`config.mk`:
```
export PLATFORM = sky130hd
export DESIGN_NAME = hbctl_regs
export DESIGN_NICKNAME = d
export VERILOG_FILES = /design/src/rtl/hbctl_pkg.sv /design/src/rtl/hbctl_bar.sv /design/src/rtl/hbctl_decode.sv /design/src/rtl/hbctl_regfile.sv /design/src/rtl/hbctl_regs.sv
export SDC_FILE = /design/constraint.sdc
export NUM_CORES = 1
export LEC_CHECK = 0
export BUFFER_PORTS_ARGS = -buffer_cell sky130_fd_sc_hd__buf_2
export CAP_MARGIN = 20
export CORE_AREA = 2 2 233 235
export CTS_CLUSTER_DIAMETER = 150
export DETAILED_ROUTE_END_ITERATION = 12
export DIE_AREA = 0 0 235 237
export PLACE_DENSITY = 0.61
export SLEW_MARGIN = 10
export SYNTH_ARGS = -nofsm -noshare
export SYNTH_HDL_FRONTEND = slang
export SYNTH_SLANG_ARGS = --single-unit
```
`constraint.sdc`:
```
create_clock -name clk -period 2.4 [get_ports clk]
set_input_delay 0.12 -clock clk [delete_from_list [all_inputs] [get_ports clk]]
set_output_delay 0.12 -clock clk [all_outputs]
set_load 0.05 [all_outputs]
```
`src/rtl/hbctl_pkg.sv`:
```
// Package: shared constants and types for the host bridge control registers.
// Assumes 64-bit data words with MSB-0 naming (bit k MSB-0 = vector bit 63-k).
package hbctl_pkg;
    localparam int unsigned DATA_W = 64;

    // Word indices in the main window (byte offset >> 3)
    localparam int unsigned IDX_CTRL = 'h20 >> 3;
    localparam int unsigned IDX_SEMA = 'h28 >> 3;
    localparam int unsigned IDX_ICTL = 'h58 >> 3;
    localparam int unsigned IDX_EVB  = 'h60 >> 3;
    localparam int unsigned IDX_NTFY = 'h68 >> 3;
    localparam int unsigned IDX_VOFF = 'h70 >> 3;

    // Bit positions (LSB-0 vector indices)
    localparam int unsigned ICTL_METHOD_BIT = 63;  // MSB-0 bit 0
    localparam int unsigned ICTL_RESET_BIT  = 62;  // MSB-0 bit 1
    localparam int unsigned EVB_VALID_BIT   = 0;
    localparam int unsigned BAR_EN_BIT      = 0;

    localparam logic [DATA_W-1:0] ALL_ONES = '1;

    typedef enum logic [2:0] {
        SEL_NONE, SEL_CTRL, SEL_SEMA, SEL_ICTL, SEL_EVB, SEL_NTFY, SEL_VOFF
    } reg_sel_e;
endpackage

```
`src/rtl/hbctl_bar.sv`:
```
// Module: configuration port that holds the main window base register.
// Only an 8-byte write to offset 0 is accepted; reads always return all
// ones with an error. The response is registered one cycle after the request.
module hbctl_bar #(
    parameter int unsigned ADDR_W   = 64,
    parameter int unsigned CFG_AW   = 8,
    parameter int unsigned SIZE_W   = 4,
    parameter logic [63:0] BAR_MASK = 64'h00ff_ffff_fff0_0000
) (
    input  logic              clk,
    input  logic              rst_n,
    input  logic              cfg_valid,
    input  logic              cfg_write,
    input  logic [CFG_AW-1:0] cfg_addr,
    input  logic [SIZE_W-1:0] cfg_size,
    input  logic [63:0]       cfg_wdata,
    output logic              cfg_rsp_valid,
    output logic [63:0]       cfg_rsp_rdata,
    output logic              cfg_rsp_err,
    output logic [ADDR_W-1:0] bar_base,
    output logic              bar_en
);
    import hbctl_pkg::*;

    localparam logic [SIZE_W-1:0] WORD_BYTES = SIZE_W'(8);

    logic bar_wr_ok;

    // Accept only a full-word write to the single base register
    always_comb bar_wr_ok = cfg_valid && cfg_write && (cfg_addr == '0)
                            && (cfg_size == WORD_BYTES);

    // Base register update
    always_ff @(posedge clk) begin
        if (!rst_n) begin
            bar_base <= '0;
            bar_en   <= 1'b0;
        end else if (bar_wr_ok) begin
            bar_base <= ADDR_W'(cfg_wdata & BAR_MASK);
            bar_en   <= cfg_wdata[BAR_EN_BIT];
        end
    end

    // Configuration response
    always_ff @(posedge clk) begin
        if (!rst_n) begin
            cfg_rsp_valid <= 1'b0;
            cfg_rsp_rdata <= '0;
            cfg_rsp_err   <= 1'b0;
        end else begin
            cfg_rsp_valid <= cfg_valid;
            cfg_rsp_rdata <= (cfg_valid && !cfg_write) ? ALL_ONES : '0;
            cfg_rsp_err   <= cfg_valid && !bar_wr_ok;
        end
    end

    p_cfg_read_err_r3: assert property (@(posedge clk) disable iff (!rst_n)
        (cfg_valid && !cfg_write) |=> (cfg_rsp_valid && cfg_rsp_err && (cfg_rsp_rdata == ALL_ONES)));

    p_cfg_bad_write_keeps_r3: assert property (@(posedge clk) disable iff (!rst_n)
        (cfg_valid && cfg_write && (cfg_addr != '0)) |=> ($stable(bar_base) && $stable(bar_en) && cfg_rsp_err));

    p_bar_load_r2: assert property (@(posedge clk) disable iff (!rst_n)
        (cfg_valid && cfg_write && (cfg_addr == '0) && (cfg_size == WORD_BYTES))
        |=> ((bar_base == ADDR_W'($past(cfg_wdata) & BAR_MASK)) && !cfg_rsp_err));
endmodule

```
`src/rtl/hbctl_decode.sv`:
```
// Module: combinational window match and register select for the main bus.
// Assumes the window is 2**WIN_SHIFT bytes, aligned to its size.
module hbctl_decode #(
    parameter int unsigned ADDR_W    = 64,
    parameter int unsigned WIN_SHIFT = 20,
    parameter int unsigned SIZE_W    = 4
) (
    input  logic [ADDR_W-1:0]           req_addr,
    input  logic [SIZE_W-1:0]           req_size,
    input  logic [ADDR_W-WIN_SHIFT-1:0] bar_hi,
    input  logic                        bar_en,
    output logic                        hit,
    output hbctl_pkg::reg_sel_e         sel
);
    import hbctl_pkg::*;

    localparam int unsigned IDX_W = WIN_SHIFT - 3;
    localparam logic [SIZE_W-1:0] WORD_BYTES = SIZE_W'(8);

    logic [IDX_W-1:0] idx;

    // Base-plus-mask window match
    always_comb hit = bar_en && (req_addr[ADDR_W-1:WIN_SHIFT] == bar_hi);

    // Word index select among the implemented registers
    always_comb begin
        idx = req_addr[WIN_SHIFT-1:3];
        sel = SEL_NONE;
        if (hit && (req_size == WORD_BYTES) && (req_addr[2:0] == 3'b000)) begin
            if      (idx == IDX_W'(IDX_CTRL)) sel = SEL_CTRL;
            else if (idx == IDX_W'(IDX_SEMA)) sel = SEL_SEMA;
            else if (idx == IDX_W'(IDX_ICTL)) sel = SEL_ICTL;
            else if (idx == IDX_W'(IDX_EVB))  sel = SEL_EVB;
            else if (idx == IDX_W'(IDX_NTFY)) sel = SEL_NTFY;
            else if (idx == IDX_W'(IDX_VOFF)) sel = SEL_VOFF;
        end
    end
endmodule

```
`src/rtl/hbctl_regfile.sv`:
```
// Module: main register file, event window tracking and source reset pulse.
// Assumes sel is already qualified by window hit, size and alignment.
module hbctl_regfile (
    input  logic                clk,
    input  logic                rst_n,
    input  logic                req_valid,
    input  logic                req_write,
    input  hbctl_pkg::reg_sel_e sel,
    input  logic [63:0]         req_wdata,
    output logic                rsp_valid,
    output logic [63:0]         rsp_rdata,
    output logic                rsp_err,
    output logic                irq_method,
    output logic                src_reset,
    output logic                win_en,
    output logic [63:0]         win_base,
    output logic [63:0]         notify_addr,
    output logic [63:0]         vec_offset
);
    import hbctl_pkg::*;

    logic [63:0] ctrl_q, sema_q, ictl_q, evb_q;
    logic [63:0] rd_mux;
    logic        wr_en;

    always_comb wr_en = req_valid && req_write;

    // Read data select
    always_comb begin
        case (sel)
            SEL_CTRL: rd_mux = ctrl_q;
            SEL_SEMA: rd_mux = sema_q;
            SEL_ICTL: rd_mux = ictl_q;
            SEL_EVB:  rd_mux = evb_q;
            SEL_NTFY: rd_mux = notify_addr;
            SEL_VOFF: rd_mux = vec_offset;
            default:  rd_mux = ALL_ONES;
        endcase
    end

    // Control and semaphore words: writes are discarded, value held
    always_ff @(posedge clk) begin
        if (!rst_n) begin
            ctrl_q <= '0;
            sema_q <= '0;
        end
    end

    // Storage of the writable words
    always_ff @(posedge clk) begin
        if (!rst_n) begin
            ictl_q      <= '0;
            evb_q       <= '0;
            notify_addr <= '0;
            vec_offset  <= '0;
        end else if (wr_en) begin
            case (sel)
                SEL_ICTL: ictl_q      <= req_wdata;
                SEL_EVB:  evb_q       <= req_wdata;
                SEL_NTFY: notify_addr <= req_wdata;
                SEL_VOFF: vec_offset  <= req_wdata;
                default: ;
            endcase
        end
    end

    // Event window base captured only on a rising valid flag
    always_ff @(posedge clk) begin
        if (!rst_n) begin
            win_base <= '0;
        end else if (wr_en && (sel == SEL_EVB) && req_wdata[EVB_VALID_BIT]
                     && !evb_q[EVB_VALID_BIT]) begin
            win_base <= req_wdata & ~64'h1;
        end
    end

    // Response and source reset pulse
    always_ff @(posedge clk) begin
        if (!rst_n) begin
            rsp_valid <= 1'b0;
            rsp_rdata <= '0;
            rsp_err   <= 1'b0;
            src_reset <= 1'b0;
        end else begin
            rsp_valid <= req_valid;
            rsp_rdata <= (req_valid && !req_write) ? rd_mux : '0;
            rsp_err   <= req_valid && (sel == SEL_NONE);
            src_reset <= wr_en && (sel == SEL_ICTL) && req_wdata[ICTL_RESET_BIT];
        end
    end

    always_comb begin
        win_en     = evb_q[EVB_VALID_BIT];
        irq_method = ictl_q[ICTL_METHOD_BIT];
    end

    p_win_rise_r10: assert property (@(posedge clk) disable iff (!rst_n)
        (wr_en && (sel == SEL_EVB) && req_wdata[0] && !win_en)
        |=> (win_en && (win_base == ($past(req_wdata) & ~64'h1))));

    p_win_hold_r11: assert property (@(posedge clk) disable iff (!rst_n)
        (win_en && $past(win_en)) |-> $stable(win_base));

    p_src_reset_cause_r9: assert property (@(posedge clk) disable iff (!rst_n)
        src_reset |-> ($past(wr_en) && ($past(sel) == SEL_ICTL)));

    p_ctrl_discard_r7: assert property (@(posedge clk) disable iff (!rst_n)
        (req_valid && !req_write && (sel == SEL_CTRL || sel == SEL_SEMA)) |=> (rsp_rdata == '0));
endmodule

```
`src/rtl/hbctl_regs.sv`:
```
// Module: top of the host bridge control register interface.
// Joins the configuration port, window decode and register file.
// Assumes one outstanding request per port; responses follow in one cycle.
module hbctl_regs #(
    parameter int unsigned ADDR_W    = 64,
    parameter int unsigned WIN_SHIFT = 20,
    parameter int unsigned SIZE_W    = 4,
    parameter int unsigned CFG_AW    = 8,
    parameter logic [63:0] BAR_MASK  = 64'h00ff_ffff_fff0_0000
) (
    input  logic              clk,
    input  logic              rst_n,
    input  logic              req_valid,
    input  logic              req_write,
    input  logic [ADDR_W-1:0] req_addr,
    input  logic [SIZE_W-1:0] req_size,
    input  logic [63:0]       req_wdata,
    output logic              rsp_valid,
    output logic [63:0]       rsp_rdata,
    output logic              rsp_err,
    input  logic              cfg_valid,
    input  logic              cfg_write,
    input  logic [CFG_AW-1:0] cfg_addr,
    input  logic [SIZE_W-1:0] cfg_size,
    input  logic [63:0]       cfg_wdata,
    output logic              cfg_rsp_valid,
    output logic [63:0]       cfg_rsp_rdata,
    output logic              cfg_rsp_err,
    output logic [ADDR_W-1:0] bar_base,
    output logic              bar_en,
    output logic              irq_method,
    output logic              src_reset,
    output logic              win_en,
    output logic [63:0]       win_base,
    output logic [63:0]       notify_addr,
    output logic [63:0]       vec_offset
);
    import hbctl_pkg::*;

    localparam int unsigned HI_W = ADDR_W - WIN_SHIFT;

    logic     hit;
    reg_sel_e sel;

    hbctl_bar #(
        .ADDR_W(ADDR_W), .CFG_AW(CFG_AW), .SIZE_W(SIZE_W), .BAR_MASK(BAR_MASK)
    ) u_bar (
        .clk(clk), .rst_n(rst_n),
        .cfg_valid(cfg_valid), .cfg_write(cfg_write), .cfg_addr(cfg_addr),
        .cfg_size(cfg_size), .cfg_wdata(cfg_wdata),
        .cfg_rsp_valid(cfg_rsp_valid), .cfg_rsp_rdata(cfg_rsp_rdata),
        .cfg_rsp_err(cfg_rsp_err), .bar_base(bar_base), .bar_en(bar_en)
    );

    hbctl_decode #(
        .ADDR_W(ADDR_W), .WIN_SHIFT(WIN_SHIFT), .SIZE_W(SIZE_W)
    ) u_dec (
        .req_addr(req_addr), .req_size(req_size),
        .bar_hi(bar_base[ADDR_W-1:WIN_SHIFT]), .bar_en(bar_en),
        .hit(hit), .sel(sel)
    );

    hbctl_regfile u_rf (
        .clk(clk), .rst_n(rst_n),
        .req_valid(req_valid), .req_write(req_write), .sel(sel),
        .req_wdata(req_wdata),
        .rsp_valid(rsp_valid), .rsp_rdata(rsp_rdata), .rsp_err(rsp_err),
        .irq_method(irq_method), .src_reset(src_reset),
        .win_en(win_en), .win_base(win_base),
        .notify_addr(notify_addr), .vec_offset(vec_offset)
    );

    p_rsp_follows_req_r5: assert property (@(posedge clk) disable iff (!rst_n)
        req_valid |=> rsp_valid);

    p_no_spurious_rsp_r5: assert property (@(posedge clk) disable iff (!rst_n)
        !req_valid |=> !rsp_valid);

    p_miss_err_r4: assert property (@(posedge clk) disable iff (!rst_n)
        (req_valid && !hit) |=> (rsp_err && $stable(notify_addr) && $stable(vec_offset)));

    p_hit_width_r4: assert property (@(posedge clk) disable iff (!rst_n)
        (req_valid && hit) |-> (req_addr[ADDR_W-1:WIN_SHIFT] == bar_base[ADDR_W-1:WIN_SHIFT]) && (HI_W > 0));
endmodule

```
Yosys cells after proc, flatten, opt, wreduce, memory -nomap -nowiden:

Index checks and enable logic that the tools add are counted.

* equality and inequality tests: 15
* mux-type cells: 9
* reduce and logical (&&, ||, !) cells: 29

Operator list (count)
* one-hot mux 64 bit (5 select lines): 1
* equality test 17 x 4 -> 1 bit (second input constant): 4
* two-way mux 64 bit: 1
* equality test 44 x 36 -> 1 bit: 1
* equality test 17 x 3 -> 1 bit (second input constant): 2
* two-way mux 3 bit: 7
* logical AND 1 bit: 16
* AND reduction 2 bit: 5
* equality test 3 bit (second input constant): 3
* equality test 4 bit (second input constant): 2
* logical NOT 8 bit: 1
* equality test 3 x 2 -> 1 bit (second input constant): 2
* logical NOT 3 bit: 2
* logical NOT 1 bit: 4
* equality test 3 x 1 -> 1 bit (second input constant): 1
* OR reduction 2 bit: 1

* bits in registers: 489
* bits of input ports: 214
* output and inout port bits: 392
* logic and storage cells: 67

Depth between registers and ports, before layout:

Gate-level depths: netlist of the first run.

* word-level depth: 12
* gate-level depth with buffers: 9

Hierarchy:

From an unflattened synthesis of the first run, not the netlist that was laid out.

* cells, all modules: 2305
* area, all modules: 19837.8 um2

By module, submodules not included
* hbctl_regfile: instances 1, cells an instance 1946, area an instance 16869.9 um2, seq. area each 7727.4 um2
* hbctl_bar: instances 1, cells an instance 264, area an instance 2283.4 um2, seq. area each 800.8 um2
* hbctl_decode: instances 1, cells an instance 95, area an instance 684.4 um2, seq. area each 0.0 um2

Worst setup path after synthesis of the first run:

No wires, ideal clock.

* kind: register -> register
* from: register u_bar.bar_en
* to: register u_rf.rsp_rdata[11]
* setup time: 75 ps
* data arrival time: 2570 ps
* data required time: 2325 ps
* path slack: -244 ps
* stages on the path, launching flop included: 8
* buffers on the path: 1
* clock period less this slack: 2644 ps
* cell sequence: dfxtp_1 nor4b_2 nand4_1 or4b_4 nor4_4 buf_6 nand2_2 a31oi_2

* cells in the longest elaborated chain, start to end: 7

Ends and longest elaborated chain
* from (decl): RTL line hbctl_bar.sv:21 `output logic bar_en`
* from (signal assigned): RTL line hbctl_bar.sv:40 `bar_en <= cfg_wdata[BAR_EN_BIT];`
* logical AND 1 bit *: RTL line hbctl_decode.sv:23 `always_comb hit = bar_en && (req_addr[ADDR_W-1:WIN_SHIFT] == bar_hi);`
* logical AND 1 bit * (2 in series): RTL line hbctl_decode.sv:29 `if (hit && (req_size == WORD_BYTES) && (req_addr[2:0] == 3'b000)) begin`
* two-way mux 3 bit *: RTL line hbctl_decode.sv:29
* equality test 3 x 1 -> 1 bit or equality test 3 x 2 -> 1 bit (tied branches): RTL line hbctl_regfile.sv:30 `case (sel)`
* OR reduction 2 bit (no line)
* one-hot mux 64 bit (5 select lines) *: RTL line hbctl_regfile.sv:30
* to (signal assigned): RTL line hbctl_regfile.sv:86 `rsp_rdata <= (req_valid && !req_write) ? rd_mux : '0;`
* to (decl): RTL line hbctl_regfile.sv:11 `output logic [63:0] rsp_rdata,`

Every way passes the cells marked *; elsewhere a longest branch is shown, timed or not.
A chain may end at the register's enable or synchronous reset.

Worst setup path in the final report of the first run:

* from: register u_bar.bar_base[22]
* to: register u_rf.win_base[30]

* cells in the longest elaborated chain, start to end: 9

Ends and longest elaborated chain
* from (decl): RTL line hbctl_bar.sv:20 `output logic [ADDR_W-1:0] bar_base,`
* from (signal assigned): RTL line hbctl_bar.sv:39 `bar_base <= ADDR_W'(cfg_wdata & BAR_MASK);`
* equality test 44 x 36 -> 1 bit: RTL line hbctl_decode.sv:23
* logical AND 1 bit: RTL line hbctl_decode.sv:23
* logical AND 1 bit (2 in series): RTL line hbctl_decode.sv:29
* two-way mux 3 bit: RTL line hbctl_decode.sv:29
* equality test 3 bit: RTL line hbctl_regfile.sv:71 `end else if (wr_en && (sel == SEL_EVB) && req_wdata[EVB_VALID_BIT]`
* logical AND 1 bit (2 in series): RTL line hbctl_regfile.sv:71
* logical AND 1 bit: RTL line hbctl_regfile.sv:72 `&& !evb_q[EVB_VALID_BIT]) begin`
* to (signal assigned): RTL line hbctl_regfile.sv:73 `win_base <= req_wdata & ~64'h1;`
* to (decl): RTL line hbctl_regfile.sv:16 `output logic [63:0] win_base,`

No other way between the ends.

==> results of run 1 <==
## power by group through the flow
stage / clock [mW] / sequential, mW / combinational (mW)
floorplan: 0 / 7.46 / 0.598
global placement: 0 / 7.29 / 1.07
detailed placement: 0 / 7.29 / 1.08
CTS: 7.31 / 7.13 / 1.24
global route: 7.60 / 7.13 / 1.31
finish: 7.19 / 7.13 / 1.25
## Yosys cell counts (all sizes together) (10+ instances only)
cell,instances,area [um2]
a21boi,128,960.9
a22o,64,560.5
a22oi,64,480.5
a31oi,64,444.2
buf,141,1065
clkbuf,98,367.9
dfxtp,426,8528
mux2i,229,2292
nand2,584,2240
nand4,10,62.56
nor2b,41,256.5
nor4,22,180.2
xor2,33,289.0
## flip-flops by register name (all words and copies together), names as in the netlist, 36 cells and up
register and count:
u_bar.bar_base 36, u_rf.rsp_rdata 64, u_rf.notify_addr 64, u_rf.ictl_q 64, u_rf.evb_q 64, u_rf.vec_offset 64
u_rf.win_base 63
## logic make-up after synthesis
group | after synthesis | synth area share
muxes | 229 | 0.1271
DFF | 426 | 0.4729
AOI/OAI and AO/OA | 323 | 0.1366
xor gates and xnor gates | 37 | 0.01797
other | 1 | 0.0002079
and+or+nand+nor | 692 | 0.1658
buffers and inverters | 239 | 0.07944
## per-layer routing
layer  wire length [um]  vias to the layer above  GRT usage
met3               5089                      133    0.04990
li1                   -                     7828          -
met1              29710                     8022     0.3030
met2              32160                      722     0.3807
met4               1950                        2    0.07020
met5                 13                        -          0
## layout make-up
class	count	area, um2	share of cell area
clock buffers	67	1341	0.05223
multi-input cells	1310	8653	0.3369
diodes	5	12.51	0.0004872
clock inverters	13	163.9	0.006382
well taps	696	870.8	0.03391
repair buffers	809	6086	0.2370
flip-flops and latches	426	8554	0.3331
## critical path, cell delays in order, from the launching register on
cell      delay [ps]
dfxtp_2          330
xor2_2           140
or4_4            540
nor3_4           220
nand4_1          150
buf_6            160
nor4bb_4         310
buf_12           160
buf_12           150
buf_4            150
mux2i_1          180
## through the flow
step	worst slack, ps	setup TNS [ps]	total power [mW]	utilization
2_1_floorplan	1.949	0	8.059	-
3_3_place_gp	-223.3	-22990	8.361	0.4059
3_5_place_dp	-286.1	-36310	8.368	0.4059
4_1_cts	-208.0	-25550	15.68	0.4760
5_1_grt	-281.8	-51940	16.04	0.4818
6_report	-199.1	-28030	15.57	0.4820
## repair_timing
action                                  in CTS  in global routing
hold endpoints to repair                   358                  0
gates resized for setup                    121                 37
endpoints found under the setup margin     268                254
setup buffers                               33                  9
cloned                                      13                  6
hold buffers                               106                  0
pin swaps                                   69                 16
## worst min-delay path by stage
stage / from / endpoint / slack, ps / cells past startpoint
2_1_floorplan: cfg_write / u_bar.cfg_rsp_rdata[62] / 190 / 1
3_3_place_gp: cfg_write / u_bar.cfg_rsp_rdata[62] / 300 / 2
3_5_place_dp: cfg_write / u_bar.cfg_rsp_rdata[62] / 300 / 2
4_1_cts: req_addr[58] / u_rf.src_reset / 20 / 7
5_1_grt: req_write / u_rf.src_reset / 60 / 5
6_report: req_write / u_rf.src_reset / 60 / 5
==> reports/results.ini, run 1 <==
[run_status]
status=finished, violations left
violations=setup timing

[pwr]
p_int_mw=11.72
powerDensity_nw_per_um2=606.4
combinationalPowerShare=0.080
cellLeakagePower_nw=10.99
clkPwrFrac=0.462
seq_power_share=0.458
power_switching_mw=3.850
irDropWorstVdd_mv=0.4873
p_sw_frac=0.2472

[grt]
grt_pass1_vias=16334
antenna_found_initial=4
grt_pass1_wl_mm=99.55
grt_max_degree=108
overflow=0
globalRouteTotalUtil=0.2312

[die]
die_w_um=235
fp-row-count=85
dieHeight_um=237
initial_core_util=0.3385
core_um2=53280
dieArea_um2=55700
ios=606

[clock_network]
htree_levels=2
clk_pin_slew_ps=60
cts_buffers=46
cts_tree=done
cts-root-buf=clkbuf_16
insertion_delay_ps=590
cts_sinks=426
clock_path_buffers=3

[placement]
dpl.hpwl_mm=44.99
placed_cell_area_um2=21630
io_buffers=549
routabilityCongestion=0.9010
placedCellCount=3082

[cells_and_area]
fill_cells=4906
drive_gt1_frac=0.3398
final_cells=3326
stdcell_area_um2=25680
layout_commonest_cell=buf_2
mostFrequentLayoutCells=buf_2, nand2_1, dfxtp_1
final_nets=2807
area_delta_synth_final_pct=42.40

[timing]
min_period_over_period=1.083
fmax_ghz=0.3847
setup_ws_ps=-199.1
relSlewSlack=0.4591
hold_viol_final=0
fin_crit_ps=2599
slew_violations=0
hold_ws_ps=57.57
tightest_slew_ps=802.9
setup_viol=245
finalClockSkew_ps=25.73
rsz0062_at_grt=true

[worst_setup_path]
crit_path_start_kind=flop
setup.worst_path.start=u_bar.bar_base[22]
critPathCapture=u_rf.win_base[30]
critPathKind=reg2reg
worstPathMaxFanout=5
required_ps=2890
crit_path_end_kind=flop
ff2ff_setup_slack_ps=-200
r2r-start=u_bar.bar_base[22]
reg2reg_depth=10
critical_path_arrival_ps=3090
reg2reg_to=u_rf.win_base[30]

[job]
maxCapViolCount=0

[detailed_routing]
antenna_left=0
vias=16707
drtIter0Drc=1102
drcViolationCount=0
first_pass_iters=6
vias_per_cell=5.023
drt_wl_total_mm=68.93
drt-wirelength-per-cell_um=20.72

[yosys]
ys_warn_count=0
synth_ff_type=dfxtp_1
synth_edf_count=0
ys_seq_elements=426
syn-cell-area_um2=18030
ys_seq_area_frac=0.4729
synthCells=1947
synth.distinct_cells=43
ys_async_sr_fraction=0
avgSynthCellArea_um2=9.263

[hold_path]
hp-class=in2reg

(Power assumes the default switching activity.)
==> inputs of run 2 (changes only) <==
CORE_AREA = 8 8 232 234   (was 2 2 233 235)
DIE_AREA = 0 0 240 242   (was 0 0 235 237)
PLACE_DENSITY = 0.64   (was 0.61)
==> run 2 against run 1 <==
- the run still ends with setup timing left
- die area up 4.3%
- clock power up 3.5%
- wire length down 2.5%
- non-clock buffer count down 38
- register-to-register slack better by 40 ps
- via count down 1.6%
- clock skew down 6.0 ps
- final cell count down 1.5%
- critical path depth up 1
- first-iteration DRC count down 2.3%
- critical path type unchanged
- largest cell class is now registers
- largest power group unchanged
==> reports/results.ini, run 2 (synthesized netlist as in run 1, its figures left out) <==
[run_status]
status=finished, violations left
violations=setup timing

[die]
core_um2=50470  ; -5.3%
fp-row-count=83  ; -2.4%
dieArea_um2=58080  ; +4.3%
ios=606  ; unchanged
die_w_um=240  ; +2.1%
dieHeight_um=242  ; +2.1%
initial_core_util=0.3573  ; +0.01885

[detailed_routing]
drt-wirelength-per-cell_um=20.51  ; -1.0%
first_pass_iters=5  ; -1
drcViolationCount=0  ; unchanged
vias_per_cell=5.020  ; about the same
vias=16445  ; -1.6%
drt_wl_total_mm=67.20  ; -2.5%
antenna_left=0  ; unchanged
drtIter0Drc=1077  ; -2.3%

[worst_setup_path]
required_ps=2880  ; about the same
critPathKind=reg2reg
crit_path_end_kind=flop
cp_slowest_stage_delay_ps=530  ; about the same
reg2reg_depth=11  ; +1
crit_path_start_kind=flop
crit_chain=xor2_1, or4_1, nor3_2, nand4_1, buf_6, buf_4, nor3_4, buf_6, buf_12, buf_12, mux2i_2
worstPathMaxFanout=7  ; +2
critical_path_arrival_ps=3040  ; -50 ps
critical-path-slowest-cell=or4_1

[cells_and_area]
final_nets=2769  ; -1.4%
stdcell_area_um2=24640  ; -4.1%
fill_cells=4669  ; -4.8%
area_delta_synth_final_pct=36.61
layout_commonest_cell=nand2_1
mostFrequentLayoutCells=nand2_1, buf_2, dfxtp_1
drive_gt1_frac=0.3117  ; -0.02808

[placement]
routabilityCongestion=0.8486  ; -5.8%
dpl.hpwl_mm=47.18  ; +4.9%
placed_cell_area_um2=21520  ; -0.49%
place_ws_ps=-534.4  ; -248.3 ps
io_buffers=549  ; unchanged

[grt]
met3_usage=0.04811  ; -0.001783
grt_pass1_vias=16426  ; +0.56%
use_met1=0.2791  ; -0.02390
globalRouteMet2Util=0.3613  ; -0.01934
grt_pass1_wl_mm=99.30  ; -0.25%
overflow=0  ; unchanged
antenna_found_initial=4  ; unchanged
grt_max_degree=147  ; +36%
grt.busiest_layer=met2
globalRouteTotalUtil=0.2168  ; -0.01444

[pwr]
power_mw=15.80  ; +1.5%
powerDensity_nw_per_um2=641.3  ; +5.8%
irDropWorstVdd_mv=0.6685  ; +37%
cellLeakagePower_nw=10.49  ; -4.6%

[job]
maxCapViolCount=0  ; unchanged

[timing]
fmax_ghz=0.3904  ; +1.5%
hold_viol_final=0  ; unchanged
setup_viol=198  ; -19%
slew_violations=0  ; unchanged
rsz0062_at_grt=true
finalClockSkew_ps=19.70  ; -6.031 ps
tns_ps=-12250  ; +15,770 ps
fin_crit_ps=2562  ; -37.39 ps
tightest_slew_ps=963.6  ; +160.7 ps
relSlewSlack=0.3576  ; -0.1015
min_period_over_period=1.067  ; -0.01558
setup_ws_ps=-161.7  ; +37.39 ps

[clock_network]
cts_sinks=426  ; unchanged
htree_levels=2  ; unchanged
cts_buffers=46  ; unchanged
clock_path_buffers=3  ; unchanged
clk_pin_slew_ps=60  ; about the same
cts-root-buf=clkbuf_16
cts_tree=done
insertion_delay_ps=570  ; -20 ps

[hold_path]
hold_depth=6  ; +1
hp-class=in2reg

-- run 2: final timing paths --
| kind | from | to | slack, ps |
|---|---|---|---|
| worst max-delay path | u_bar.bar_base[29] | u_rf.vec_offset[43] | -160 |
| worst max register to register | u_bar.bar_base[29] | u_rf.vec_offset[43] | -160 |
| worst min-delay path | req_addr[6] | u_rf.rsp_rdata[60] | 240 |
| worst min register to register | u_rf.ictl_q[19] | u_rf.ictl_q[19] | 450 |
-- run 2: power by group --
part	switching [mW]	internal [mW]	leakage, nW	total, mW
registers	0.0206	7.12	3.45	7.14
clock network	2.95	4.48	0.787	7.44
logic	0.827	0.399	6.25	1.23
total	3.80	12.0	10.5	15.8
-- run 2: what timing repair did --
action	4_1_cts	5_1_grt
endpoints found under the hold margin	361	0
setup endpoints to repair	247	377
hold buffers	106	0
cloned	2	5
resized for setup	24	15
setup buffers	9	5
pin swaps	1	2
-- run 2: per-stage QoR --
| stage | hold WS, ps | utilization | std cells |
|---|---|---|---|
| 6_report | 239.8 | 0.4882 | 3276 |
| 5_1_grt | 238.5 | 0.4881 | 3275 |
| 4_1_cts | 200.0 | 0.4834 | 3262 |
| 3_5_place_dp | 301.7 | 0.4265 | 3060 |
| 3_3_place_gp | 300.0 | 0.4265 | 3060 |
| 2_1_floorplan | 191.6 | - | 1975 |
-- run 2: worst max-delay path: cells and delay by family (launching register included) --
family                    cells  cell delay [ps]
and+or+nand+nor               4             1000
xor gates and xnor gates      1              160
buffers and inverters         5              750
muxes                         1              220
DFF                           1              320
-- run 2: final cells by class --
cell class | count | area [um2] | area share
Antenna cell | 4 | 10.01 | 0.0004063
Clock buffer | 71 | 1406 | 0.05708
Clock inverter | 14 | 201.4 | 0.008176
Multi-Input combinational cell | 1310 | 8307 | 0.3372
Sequential cell | 426 | 8552 | 0.3471
Tap cell | 680 | 850.8 | 0.03453
Timing Repair Buffer | 771 | 5310 | 0.2155
-- run 2: metal layers --
layer | share of wire | vias to the layer above
li1 | - | 7756
met3 | 0.073 | 112
met1 | 0.43 | 7948
met2 | 0.47 | 627
met5 | 0.00015 | -
met4 | 0.023 | 2
==> inputs of run 3 (changes only) <==
CORE_AREA = 8 8 227 229   (was 8 8 232 234)
DIE_AREA = 0 0 235 237   (was 0 0 240 242)
PLACE_DENSITY = 0.69   (was 0.64)
SYNTH_HIERARCHICAL = 1   (was not set)
==> run 3 against run 2 <==
- sequential cell count did not move
- die area fell by 4.1%
- largest power group unchanged
- critical endpoint is now u_rf/ictl_q[55]
- highest routed layer is now met4
- synthesized area rose by 10%
- clock power fell by 1%
- fmax fell by 13%
- combinational power rose by 19%
- the run still ends with setup timing left
==> reports/results.ini, run 3 <==
[run_status]
status=finished, violations left
violations=setup timing

[yosys]
syn-cell-area_um2=19830  ; +10%
avgSynthCellArea_um2=8.609  ; -7.1%
ys_warn_count=6  ; +6
synthCells=2304  ; +18%

[cells_and_area]
fill_cells=4008  ; -14%
area_delta_synth_final_pct=42.78
final_nets=3149  ; +14%
layout_commonest_cell=buf_2
drive_gt1_frac=0.3525  ; +0.04080
final_cells=3596  ; +9.8%
stdcell_area_um2=28320  ; +15%
mostFrequentLayoutCells=buf_2, dfxtp_1, nand2_1
final_core_util=0.5883  ; +0.1001

[die]
dieHeight_um=237  ; -2.1%
ios=606  ; unchanged
initial_core_util=0.4120  ; +0.05468
die_w_um=235  ; -2.1%
fp-row-count=81  ; -2.4%
core_um2=48140  ; -4.6%
dieArea_um2=55700  ; -4.1%

[detailed_routing]
drcViolationCount=0  ; unchanged
first_pass_iters=5  ; unchanged
drt-wirelength-per-cell_um=23.23  ; +13%
vias=20762  ; +26%
drt_wl_total_mm=83.54  ; +24%
drtIter0Drc=2018  ; +87%
antenna_left=0  ; unchanged
vias_per_cell=5.774  ; +15%

[pwr]
power_mw=15.93  ; +0.80%
cellLeakagePower_nw=11.69  ; +12%
powerDensity_nw_per_um2=562.4  ; -12%
irDropWorstVdd_mv=0.5488  ; -18%

[worst_setup_path]
crit_path_end_kind=flop
required_ps=2860  ; -20 ps
ff2ff_setup_slack_ps=-550  ; -390 ps
r2r-start=u_bar/bar_base[20]
critical_path_arrival_ps=3420  ; +380 ps
reg2reg_depth=13  ; +2
critPathKind=reg2reg
worstPathMaxFanout=70  ; +63
reg2reg_to=u_rf/ictl_q[55]
crit_path_start_kind=flop

[timing]
tns_ps=-167610  ; -155,350 ps
slew_violations=0  ; unchanged
fmax_ghz=0.3388  ; -13%
tightest_slew_ps=774.4  ; -189.1 ps
finalClockSkew_ps=36.48  ; +16.78 ps
rsz0062_at_grt=true
hold_viol_final=0  ; unchanged
setup_ws_ps=-551.8  ; -390.1 ps
min_period_over_period=1.230  ; +0.1625
setup_viol=385  ; +94%
fin_crit_ps=2952  ; +390.1 ps
relSlewSlack=0.4837  ; +0.1261

[grt]
grt_max_degree=185  ; +26%
overflow=0  ; unchanged
grt_pass1_wl_mm=119.6  ; +20%
grt_pass1_vias=20647  ; +26%
globalRouteTotalUtil=0.2630  ; +0.04623
antenna_found_initial=4  ; unchanged

[hold_path]
hold_end=u_rf/rsp_err
hold_depth=3  ; -3
hp-class=in2reg
min-delay-start=req_valid

[clock_network]
htree_levels=2  ; unchanged
insertion_delay_ps=600  ; +30 ps
cts_sinks=426  ; unchanged
cts-root-buf=clkbuf_16
cts_buffers=45  ; -2.2%
clock_path_buffers=3  ; unchanged
clk_pin_slew_ps=60  ; about the same
cts_tree=done

[job]
maxCapViolCount=0  ; unchanged

[placement]
io_buffers=549  ; unchanged
placed_cell_area_um2=24080  ; +12%
routabilityCongestion=0.8740  ; +3.0%
placedCellCount=3350  ; +9.5%
dpl.hpwl_mm=51.75  ; +9.7%

run 3: cell types whose count changed in the layout (fill, tap and decap cells not counted), sizes merged, moves of 38 or more:
cell    previous run  this run
a22o              64         1
buf              660       759
nor2b             41         3
o21ai              1       293
nand3              2       260
a21boi           128       256
a22oi             64         0
nand2            584       305
mux2i            229       100
run 3: through the flow:
| step | hold WS, ps | setup WS [ps] |
|---|---|---|
| finish | 32.91 | -551.8 |
| global route | 19.59 | -698.2 |
| CTS | 5.969 | -532.6 |
| floorplan | 192.4 | -238.7 |
| detailed placement | 310.6 | -581.5 |
| global placement | 300.9 | -508.6 |
run 3: metal layers:
| layer | track usage | vias to the layer above | routed length [um] |
|---|---|---|---|
| met5 | 0 | - | 0 |
| met4 | 0.1045 | 0 | 3277 |
| met3 | 0.06289 | 205 | 7061 |
| met2 | 0.4574 | 1198 | 41020 |
| met1 | 0.3100 | 10033 | 32180 |
| li1 | - | 9326 | - |
run 3: timing repair:
item,4_1_cts,5_1_grt
hold endpoints to repair,361,0
endpoints found under the setup margin,385,385
gates cloned,7,23
buffers inserted,16,11
gates resized for setup,79,145
pin swaps,11,39
hold buffers,105,0
run 3: worst max-delay path, cell delays in order, from the launching register on:
cell       delay [ps]
dfxtp_4           340
xnor2_1           180
nand2_1           160
a2111oi_4         340
nand4_1           200
buf_6             180
a2111oi_4         250
buf_12            160
buf_12            130
buf_4             120
nand3_4           110
buf_12            220
o21ai_0           250
a21boi_1          100
run 3: final cells by class:
cell class / instances / area [um2] / area share
Antenna cell: 4 / 10.01 / 0.0003535
Clock buffer: 65 / 1364 / 0.04816
Clock inverter: 17 / 195.2 / 0.006892
Inverter: 15 / 56.30 / 0.001988
Multi-Input combinational cell: 1561 / 10290 / 0.3635
Sequential cell: 426 / 8612 / 0.3041
Tap cell: 622 / 778.2 / 0.02748
Timing Repair Buffer: 886 / 7009 / 0.2475
run 3: how the worst max path moves through the flow:
stage / cells after the start / endpoint / from
final: 13 / u_rf/ictl_q[55] / u_bar/bar_base[20]
after global routing: 14 / u_rf/ictl_q[53] / u_bar/bar_base[24]
after CTS: 14 / u_rf/ictl_q[60] / u_bar/bar_base[24]
after detailed placement: 12 / u_rf/ictl_q[20] / u_bar/bar_base[54]
after global placement: 12 / u_rf/ictl_q[63] / u_bar/bar_base[38]
after floorplan: 12 / u_rf/win_base[62] / u_bar/bar_base[31]
run 3: power by group:
| group | leakage, nW | total (mW) | switching, mW | internal (mW) |
|---|---|---|---|---|
| Combinational | 7.45 | 1.46 | 0.963 | 0.498 |
| Sequential | 3.46 | 7.12 | 0.0212 | 7.10 |
| Clock | 0.776 | 7.35 | 3.06 | 4.29 |
| Total | 11.7 | 15.9 | 4.04 | 11.9 |
